<file path="src/rtl/fpm_pkg.sv">
package fpm_pkg;

    localparam int EW      = 11;
    localparam int MW      = 52;
    localparam int SW      = MW + 1;
    localparam int DW      = 1 + EW + MW;
    localparam int XW      = EW + 2;
    localparam int FLG_W   = 4;
    localparam int EXP_MAX = (1 << EW) - 1;
    localparam int WRAP    = 3 << (EW - 2);

    localparam int FX_INX = 0;
    localparam int FX_UNF = 1;
    localparam int FX_OVF = 2;
    localparam int FX_INV = 3;

    localparam logic signed [XW-1:0] XEXP_TOP  = XW'(EXP_MAX);
    localparam logic signed [XW-1:0] XEXP_WRAP = XW'(WRAP);
    localparam logic signed [XW-1:0] XEXP_ZERO = '0;

    localparam logic [DW-1:0] QMASK      = DW'(1) << (MW - 1);
    localparam logic [DW-1:0] CANON_QNAN = {1'b0, {EW{1'b1}}, 1'b1, {(MW-1){1'b0}}};

    typedef enum logic [1:0] {
        RM_NEAR = 2'd0,
        RM_ZERO = 2'd1,
        RM_UP   = 2'd2,
        RM_DOWN = 2'd3
    } rmode_e;

    typedef struct packed {
        logic          sign;
        logic [XW-1:0] exp;
        logic [SW-1:0] sig;
        logic          grd;
        logic          stk;
    } fpm_prod_t;

    typedef struct packed {
        logic [DW-1:0]    bits;
        logic             wr;
        logic [FLG_W-1:0] trap;
        logic [FLG_W-1:0] flag;
    } fpm_out_t;

    function automatic logic round_up(rmode_e m, logic neg, logic lsb, logic g, logic s);
        case (m)
            RM_NEAR: return g & (s | lsb);
            RM_ZERO: return 1'b0;
            RM_UP:   return ~neg & (g | s);
            default: return neg & (g | s);
        endcase
    endfunction

    function automatic logic is_nan(logic [DW-1:0] x);
        return (&x[DW-2:MW]) & (|x[MW-1:0]);
    endfunction

    function automatic logic is_inf(logic [DW-1:0] x);
        return (&x[DW-2:MW]) & ~(|x[MW-1:0]);
    endfunction

    function automatic logic is_zero(logic [DW-1:0] x);
        return ~(|x[DW-2:0]);
    endfunction

    function automatic logic is_snan(logic [DW-1:0] x);
        return is_nan(x) & ~x[MW-1];
    endfunction

endpackage

</file>
<file path="src/rtl/fpm_special.sv">
module fpm_special
    import fpm_pkg::*;
(
    input  logic [DW-1:0] opa,
    input  logic [DW-1:0] opb,
    input  logic          inv_te,
    output logic          hit,
    output fpm_out_t      res
);
    logic a_nan, b_nan, a_snan, b_snan, a_inf, b_inf, a_zero, b_zero, sgn;
    logic inv;
    logic [DW-1:0] val;

    assign a_nan  = is_nan(opa);
    assign b_nan  = is_nan(opb);
    assign a_snan = is_snan(opa);
    assign b_snan = is_snan(opb);
    assign a_inf  = is_inf(opa);
    assign b_inf  = is_inf(opb);
    assign a_zero = is_zero(opa);
    assign b_zero = is_zero(opb);
    assign sgn    = opa[DW-1] ^ opb[DW-1];

    // Selection order: NaN in A, NaN in B, invalid pair, infinity, zero.
    always_comb begin
        hit = 1'b1;
        inv = 1'b0;
        val = '0;
        if (a_nan) begin
            if (a_snan) begin
                inv = 1'b1;
                val = opa | QMASK;
            end else if (b_snan) begin
                inv = 1'b1;
                val = opb | QMASK;
            end else begin
                val = opa;
            end
        end else if (b_nan) begin
            inv = b_snan;
            val = opb | QMASK;
        end else if ((a_inf && b_zero) || (b_inf && a_zero)) begin
            inv = 1'b1;
            val = CANON_QNAN;
        end else if (a_inf || b_inf) begin
            val = {sgn, {EW{1'b1}}, {MW{1'b0}}};
        end else if (a_zero || b_zero) begin
            val = {sgn, {(DW-1){1'b0}}};
        end else begin
            hit = 1'b0;
        end
    end

    always_comb begin
        res              = '0;
        res.bits         = val;
        res.wr           = ~(inv & inv_te);
        res.trap[FX_INV] = inv & inv_te;
        res.flag[FX_INV] = inv & ~inv_te;
    end

endmodule

</file>
<file path="src/rtl/fpm_denorm.sv">
module fpm_denorm
    import fpm_pkg::*;
(
    input  fpm_prod_t      p,
    input  rmode_e         mode,
    output logic [DW-2:0]  mag,
    output logic           inexact,
    output logic           tiny
);
    localparam int EXTW  = SW + 1;
    localparam int SHMAX = SW + 2;
    localparam int SHW   = $clog2(SHMAX + 1);

    logic signed [XW-1:0] e_in;
    logic signed [XW:0]   sh_raw;
    logic [SHW-1:0]       sh;
    logic [EXTW-1:0]      ext;
    logic [2*EXTW-1:0]    wide;
    logic [SW-1:0]        mant_d;
    logic [SW-1:0]        den;
    logic                 g_d, s_d, inc, trial;

    assign e_in   = $signed(p.exp);
    assign sh_raw = $signed((XW+1)'(1)) - $signed({e_in[XW-1], e_in});

    always_comb begin
        if (sh_raw > $signed((XW+1)'(SHMAX)))
            sh = SHW'(SHMAX);
        else if (sh_raw < $signed((XW+1)'(1)))
            sh = SHW'(1);
        else
            sh = SHW'(sh_raw);
    end

    assign ext    = {p.sig, p.grd};
    assign wide   = {ext, {EXTW{1'b0}}} >> sh;
    assign mant_d = wide[2*EXTW-1:EXTW+1];
    assign g_d    = wide[EXTW];
    assign s_d    = (|wide[EXTW-1:0]) | p.stk;

    assign inexact = g_d | s_d;
    assign inc     = inexact & round_up(mode, p.sign, mant_d[0], g_d, s_d);
    assign den     = mant_d + SW'(inc);
    assign mag     = {{(EW-1){1'b0}}, den};

    // Trial rounding at the normal position decides tininess at exponent 0.
    assign trial = round_up(mode, p.sign, p.sig[0], p.grd, p.stk);
    assign tiny  = ~((e_in == XEXP_ZERO) & (p.grd | p.stk) & trial & (&p.sig));

endmodule

</file>
<file path="src/rtl/fpm_round.sv">
module fpm_round
    import fpm_pkg::*;
(
    input  fpm_prod_t p,
    input  rmode_e    mode,
    input  logic      ovf_te,
    input  logic      unf_te,
    input  logic      inx_te,
    output fpm_out_t  res
);
    logic signed [XW-1:0] e_in;
    logic signed [XW-1:0] exp_r;
    logic                 inexact0, do_rnd, inc, carry;
    logic [SW:0]          sum;
    logic [MW-1:0]        mant_r;
    logic                 ovf, unf, inf_sel, inx;
    logic [DW-2:0]        sat_mag;
    logic [DW-2:0]        dn_mag;
    logic                 dn_inexact, dn_tiny;

    assign e_in     = $signed(p.exp);
    assign inexact0 = p.grd | p.stk;
    assign do_rnd   = inexact0 & ((e_in > XEXP_ZERO) | unf_te);
    assign inc      = do_rnd & round_up(mode, p.sign, p.sig[0], p.grd, p.stk);
    assign sum      = {1'b0, p.sig} + (SW+1)'(inc);
    assign carry    = sum[SW];
    assign mant_r   = carry ? sum[SW-1:1] : sum[MW-1:0];
    assign exp_r    = e_in + $signed({{(XW-1){1'b0}}, carry});

    assign ovf = exp_r >= XEXP_TOP;
    assign unf = exp_r <= XEXP_ZERO;

    assign inf_sel = (mode == RM_NEAR) | ((mode == RM_UP) & ~p.sign) | ((mode == RM_DOWN) & p.sign);
    assign sat_mag = inf_sel ? {{EW{1'b1}}, {MW{1'b0}}}
                             : {{(EW-1){1'b1}}, 1'b0, {MW{1'b1}}};

    fpm_denorm u_denorm (
        .p       (p),
        .mode    (mode),
        .mag     (dn_mag),
        .inexact (dn_inexact),
        .tiny    (dn_tiny)
    );

    always_comb begin
        res    = '0;
        res.wr = 1'b1;
        inx    = inexact0;
        if (ovf) begin
            if (ovf_te) begin
                res.bits         = {p.sign, EW'(exp_r - XEXP_WRAP), mant_r};
                res.trap[FX_OVF] = 1'b1;
            end else begin
                res.bits         = {p.sign, sat_mag};
                res.flag[FX_OVF] = 1'b1;
                inx              = 1'b1;
            end
        end else if (unf) begin
            if (unf_te) begin
                res.bits         = {p.sign, EW'(exp_r + XEXP_WRAP), mant_r};
                res.trap[FX_UNF] = 1'b1;
            end else begin
                res.bits         = {p.sign, dn_mag};
                inx              = dn_inexact;
                res.flag[FX_UNF] = dn_inexact & dn_tiny;
            end
        end else begin
            res.bits = {p.sign, EW'(exp_r), mant_r};
        end
        if (inx) begin
            if (inx_te) res.trap[FX_INX] = 1'b1;
            else        res.flag[FX_INX] = 1'b1;
        end
    end

endmodule

</file>
<file path="src/rtl/fpm_post.sv">
module fpm_post
    import fpm_pkg::*;
(
    input  logic             clk,
    input  logic             rst,
    input  logic             in_valid_i,
    input  logic [DW-1:0]    opa_i,
    input  logic [DW-1:0]    opb_i,
    input  logic [SW-1:0]    prod_sig_i,
    input  logic             prod_grd_i,
    input  logic             prod_stk_i,
    input  logic [XW-1:0]    prod_exp_i,
    input  logic [1:0]       rnd_mode_i,
    input  logic [FLG_W-1:0] trap_en_i,
    input  logic             flag_clr_i,
    output logic             out_valid_o,
    output logic [DW-1:0]    result_o,
    output logic             result_wr_o,
    output logic [FLG_W-1:0] trap_o,
    output logic [FLG_W-1:0] flags_o
);
    fpm_prod_t prod;
    fpm_out_t  spc_res, rnd_res, sel;
    logic      spc_hit;
    rmode_e    mode;

    assign mode      = rmode_e'(rnd_mode_i);
    assign prod.sign = opa_i[DW-1] ^ opb_i[DW-1];
    assign prod.exp  = prod_exp_i;
    assign prod.sig  = prod_sig_i;
    assign prod.grd  = prod_grd_i;
    assign prod.stk  = prod_stk_i;

    fpm_special u_special (
        .opa    (opa_i),
        .opb    (opb_i),
        .inv_te (trap_en_i[FX_INV]),
        .hit    (spc_hit),
        .res    (spc_res)
    );

    fpm_round u_round (
        .p      (prod),
        .mode   (mode),
        .ovf_te (trap_en_i[FX_OVF]),
        .unf_te (trap_en_i[FX_UNF]),
        .inx_te (trap_en_i[FX_INX]),
        .res    (rnd_res)
    );

    assign sel = spc_hit ? spc_res : rnd_res;

    always_ff @(posedge clk) begin
        if (rst) begin
            out_valid_o <= 1'b0;
            result_o    <= '0;
            result_wr_o <= 1'b0;
            trap_o      <= '0;
            flags_o     <= '0;
        end else begin
            out_valid_o <= in_valid_i;
            result_wr_o <= in_valid_i & sel.wr;
            trap_o      <= in_valid_i ? sel.trap : '0;
            if (in_valid_i && sel.wr)
                result_o <= sel.bits;
            flags_o <= (flag_clr_i ? '0 : flags_o) | (in_valid_i ? sel.flag : '0);
        end
    end

    AST_OUT_FOLLOWS_IN: assert property (@(posedge clk) disable iff (rst) in_valid_i |=> out_valid_o);
    AST_IDLE_NO_OUT: assert property (@(posedge clk) disable iff (rst) !in_valid_i |=> !out_valid_o);
    AST_IDLE_NO_TRAP: assert property (@(posedge clk) disable iff (rst) !out_valid_o |-> (trap_o == '0));
    AST_FLAGS_STICKY: assert property (@(posedge clk) disable iff (rst) !flag_clr_i |=> ((flags_o & $past(flags_o)) == $past(flags_o)));
    AST_INV_TRAP_NO_WRITE: assert property (@(posedge clk) disable iff (rst) (out_valid_o && trap_o[FX_INV]) |-> !result_wr_o);
    AST_RANGE_TRAP_WRITES: assert property (@(posedge clk) disable iff (rst) (out_valid_o && (trap_o[FX_OVF] || trap_o[FX_UNF])) |-> result_wr_o);
    AST_ONE_RANGE_TRAP: assert property (@(posedge clk) disable iff (rst) out_valid_o |-> !(trap_o[FX_OVF] && trap_o[FX_UNF]));

endmodule

</file>
<file path="config.mk">
export PLATFORM = sky130hd
export DESIGN_NAME = fpm_post
export DESIGN_NICKNAME = d
export VERILOG_FILES = /design/src/rtl/fpm_pkg.sv /design/src/rtl/fpm_special.sv /design/src/rtl/fpm_denorm.sv /design/src/rtl/fpm_round.sv /design/src/rtl/fpm_post.sv
export SDC_FILE = /design/constraint.sdc
export NUM_CORES = 1
export LEC_CHECK = 0
export ABC_AREA = 1
export BUFFER_PORTS_ARGS = -buffer_cell sky130_fd_sc_hd__buf_2
export CAP_MARGIN = 10
export CORE_ASPECT_RATIO = 0.6
export CORE_MARGIN = 1.5
export CORE_UTILIZATION = 30
export CTS_BUF_LIST = sky130_fd_sc_hd__clkbuf_4 sky130_fd_sc_hd__clkbuf_8
export DETAILED_ROUTE_END_ITERATION = 8
export SLEW_MARGIN = 20
export SYNTH_ARGS = -nofsm -noshare
export SYNTH_HDL_FRONTEND = slang
export SYNTH_HIERARCHICAL = 1
export SYNTH_SLANG_ARGS = --single-unit
export TNS_END_PERCENT = 100
</file>
<file path="constraint.sdc">
create_clock -name clk -period 6 [get_ports clk]
set_input_delay 0.9 -clock clk [delete_from_list [all_inputs] [get_ports clk]]
set_output_delay 0.9 -clock clk [all_outputs]
set_load 0.005 [all_outputs]
</file>
Word level (Yosys, flattened, before mapping) --
Cells that the tools add are included.
Storage, ports and cells: register bits after elaboration 74, bits in latches 0, bits in writable memories 0, memory bits (read-only) 0, input port bits 206, output and inout port bits 74, logic and storage cells 140, memories 0
Cells by class: add/subtract/negate cells 6, $mul 0, div/mod/pow operators 0, order comparisons 5, equal/unequal tests 3, shifts and indexed selects 1, muxes and demuxes 48, bitwise operators 49, reductions and logical operators 20
Operators with widths (number):
- 2-to-1 mux 64 bit | 7
- 2-to-1 mux 63 bit | 4
- OR reduction 63 bit | 2
- >> shifter 108 x 6 -> 108 bit | 1
- OR reduction 52 bit | 2
- 2-to-1 mux 73 bit | 1
- adder 53 x 1 -> 54 bit | 1
- OR reduction 54 bit | 1
- adder 53 x 1 -> 53 bit | 1
- 2-to-1 mux 53 bit | 1
- AND reduction 53 bit | 1
- 2-to-1 mux 52 bit | 1
- 2-to-1 mux 1 bit | 28
- bitwise AND 1 bit | 24
- AND reduction 11 bit | 2
- NOT 1 bit | 15
- > comparator 14 x 7 -> 1 bit (second input constant) | 1
- < comparator 14 x 2 -> 1 bit (second input constant) | 1
- subtractor 2 x 13 -> 14 bit (first input constant) | 1
- adder 13 x 2 -> 13 bit | 1
- greater-or-equal comparator 13 x 12 -> 1 bit (second input constant) | 1
- > comparator 13 x 1 -> 1 bit (second input constant) | 1
- less-or-equal comparator 13 x 1 -> 1 bit (second input constant) | 1
- zero test 13 bit | 1
- 16 further kinds | 32

Depth between registers and ports, before layout --
word-level depth 18, gate-level depth with buffers 49, mapped depth without buffers 47

Hierarchy --
Netlist, hierarchy kept.
By module, submodules not included:
- fpm_denorm | times used 1, cells each 1467, area each 6911.6 sq um, sequential area each 0.0 sq um
- fpm_round | times used 1, cells each 1130, area each 5137.4 sq um, sequential area each 0.0 sq um
- fpm_post | times used 1, cells each 667, area each 3792.4 sq um, sequential area each 1481.4 sq um
- fpm_special | times used 1, cells each 366, area each 1679.1 sq um, sequential area each 0.0 sq um

Worst setup path after synthesis --
OpenSTA, ideal clock, no wires.
kind input port to flip-flop, start point input port prod_exp_i[1], end point register result_o[32], data arrival time 5.360 ns, required time 5.887 ns, path slack 0.527 ns, stages on the path 39, buffers on the path 5, path through inv_1 > ha_1 > nand2_1 > nor2_2 > nand2_2 > nand2_4 > nand3_2 > nor2_2 > nand3_1 > nand3_4 > buf_4 > buf_6 > nand2_2 > inv_2 > buf_2 > buf_4 > clkbuf_1 > o21ai_0 > (+3 left out) > ha_1 > ha_1 > inv_1 > nor2_4 > nand2_1 > nor2_2 > nand2_1 > xor2_1 > nand2_1 > nand2_1 > nand2_1 > nand2_1 > nand2_1 > nand2_1 > nand2_1 > nand2_1 > nor2_1 > nor2_1
RTL lines:
- from (decl) | RTL line fpm_post.sv:12 | input logic [XW-1:0] prod_exp_i,
- to (signal assigned) | RTL line fpm_post.sv:65 | result_o <= sel.bits;
- to (decl) | RTL line fpm_post.sv:17 | output logic [DW-1:0] result_o,

==> flow_metrics.tcl <==
set metrics [dict create \
    min_period_ns 5.88 \
    grt_pass1_wl_mm 128 \
    tritoncts "built" \
    setup_viol 0 \
    synth_ff_type "dfxtp_1" \
    vias_per_cell 5.26 \
    end_kind "flop" \
    vias 25600 \
    outcome "finished clean" \
    drc 0 \
    synth_top_family_by_area "simple AND/OR/NAND/NOR gates" \
    slowest_stage "o21ai_4" \
    die_x_um 315 \
    portBuffers 279 \
    synth_compound_area_frac 0.0549 \
    cts_made_buffers 9 \
    area_growth_pct 35.6 \
    synth_common_cells "nand2_1 (1499), nand3_1 (558), nor2_1 (455), inv_1 (312), buf_2 (84)" \
    synth.area.top_cells "nand2_1 (32%), nand3_1 (16%), nor2_1 (9.7%)" \
    synth.most_common_cell "nand2_1" \
    met3_length_mm 11.1 \
    finalCritPeriodShare 0.981 \
    drt-initial-drc-count 3370 \
    synthCells 3630 \
    required_ns 6.33 \
    combPwrFrac 0.652 \
    grt_pass1_vias 21800 \
    synthArstFlopShare 0 \
    m1WireLength_mm 40.2 \
    ys_seq_area_frac 0.0846 \
    slew_headroom 0.333 \
    grt_overflow 0 \
    fmax_mhz 170 \
    finalWirelength_mm 88.7 \
    synth.distinct_cells 48 \
    ir_drop_mv 0.105 \
    synth_top_area_cell "nand2_1" \
    fp.dieH_um 190 \
    holdWs_ns 0.470 \
    yosysWarnings 6 \
    power.density_mw_per_mm2 121 \
    ios 280 \
    grt_max_degree 70 \
    muxShareOfSynthArea 0 \
    p_switching_mw 1.42 \
    setup.worst_path.start_class "input port" \
    clock_sinks 74 \
    p_leak_nw 12.5 \
    die_area_mm2 0.0599 \
    synth_xor_area_frac 0.0345 \
    cts_max_path_buffers 2 \
    yosys.area_share.adder 0.00786 \
    track_usage 0.275 \
    routed.top_layer "met4" \
    stdcell_count 4858 \
    synth-seq-cells 74 \
    dp_hpwl_mm 71.0 \
    p_int_mw 1.47 \
    placed_cells 4791 \
    clk_latency_ns 0.38 \
    initial_core_util 0.304 \
    report.power.total_mw 2.88 \
    max_cap_viol_count 0 \
    drtPass1Iterations 7 \
    coreArea_mm2 0.0576 \
    critPathMaxFanout 5 \
    cts_max_level 3 \
    critPathMaxStageDelay_ns 0.25 \
    layout-drive-gt1-share 0.261 \
    hold_violations 0 \
    seq_area_mm2 0.00148 \
    p_sw_frac 0.491 \
    worst_hold_path.num_cells 2 \
    crit_cells 47 \
    rsz0062_at_grt "true" \
    slew_violations 0 \
    wl_per_cell_um 18.3 \
    pwr-share-seq 0.188 \
    p_clk_frac 0.160 \
    critPathTopFamily "simple AND/OR/NAND/NOR gates" \
    finClkSkew_ns 0 \
    nFillCells 6459 \
    final_nets 4299 \
    cts-root-buf "clkbuf_8" \
    met2_wirelength_mm 35.4 \
    multi_input_area_mm2 0.0153 \
    yosysTopAreaCellShare 0.321 \
    syn-cell-area_mm2 0.0175 \
    crit_buf_inv 12 \
    arrival_ns 6.21 \
    place.gp.congestion 1.05 \
    clk_pin_slew_worst_paths_ns 0.08 \
    min_path_type "flop to flop" \
    syn_avg_cell_area_um2 4.83 \
    antenna_found_initial 1 \
    criticalPathCategory "input port to flop" \
    postRouteAntennaNets 0 \
    synthSimpleGateAreaFrac 0.680 \
    worst_pin_slew_ns 0.999 \
    r2r_cells 4 \
    row_count 68 \
    final_core_util 0.413 \
    synth-edff-count 0 \
]
worst reg2reg max path, stage by stage (launching register included):
cell,delay [ns]
dfxtp_1,0.42
inv_1,0.06
nand2_1,0.06
nand2_1,0.07
nor2_1,0.11
registers in the layout, summed over array words and instances, names as in the netlist:
name and flops:
trap_o 4, flags_o 4, result_wr_o 1, result_o 64
out_valid_o 1
what timing repair did:
item / 4_1_cts / 5_1_grt
cloned: 0 / 8
setup endpoints to repair: 4 / 62
hold buffers: 0 / 0
buffers inserted: 0 / 42
resized for setup: 4 / 385
pin swaps: 0 / 92
logic make-up (layout without fill, tap and decap cells):
group	after synthesis	count (layout)
XOR/XNOR	69	69
flip-flops	74	74
other	4	20
buffers and inverters	534	975
AND/OR/NAND/NOR	2772	2773
adder cells (fa/ha/maj)	11	11
AO/OA/AOI/OAI	166	166
layout make-up:
cell class,instances,share of cell area
Clock buffer,10,0.00553
Multi-Input combinational cell,3038,0.643
Antenna cell,1,0.000105
Inverter,336,0.0541
Sequential cell,74,0.0623
Timing Repair Buffer,622,0.190
Tap cell,770,0.0405
Timing Repair inverter,1,0.000211
Clock inverter,6,0.00379
metal layers:
layer | vias to the layer above | global-route usage
li1 | 12400 | -
met1 | 11600 | 0.408
met2 | 1404 | 0.387
met3 | 144 | 0.0780
met4 | 0 | 0.0538
met5 | - | 0
stage by stage:
step                setup TNS [ns]  worst slack, ns  instance area (um^2)
finish                           0            0.115                 23800
global route                 -3.67           -0.234                 23800
CTS                              0          0.00855                 21500
detailed placement          -12.09           -0.467                 21300
global placement            -10.78           -0.463                 21300
floorplan                        0            0.527                 17600
power by group through the flow:
stage | combinational [mW] | sequential (mW) | clock, mW
after floorplan | 0.864 | 0.554 | 0
after global placement | 1.59 | 0.552 | 0
after detailed placement | 1.58 | 0.553 | 0
after CTS | 1.59 | 0.541 | 0.473
after global routing | 2.01 | 0.545 | 0.496
final | 1.88 | 0.541 | 0.461
worst paths after layout:
path / from / to / slack [ns]
setup reg to reg: result_o[12] / result_o[12] / 5.23
hold reg to reg: flags_o[3] / flags_o[3] / 0.47
hold / removal: flags_o[3] / flags_o[3] / 0.47
setup / recovery: prod_exp_i[1] / result_o[13] / 0.12
cell usage in the layout, fill, tap and decap left out, types with 52 or more instances in the layout:
cell type | Yosys | final
o21ai_1 | 55 | 52
nand3_1 | 558 | 394
nand2_2 | 17 | 115
dfxtp_1 | 74 | 74
buf_2 | 84 | 279
buf_4 | 48 | 291
nand2_1 | 1499 | 1395
nand4_1 | 73 | 73
inv_1 | 312 | 307
nand3_2 | 7 | 158
nor2_1 | 455 | 446
No activity file was read; power rests on OpenSTA's default activity.
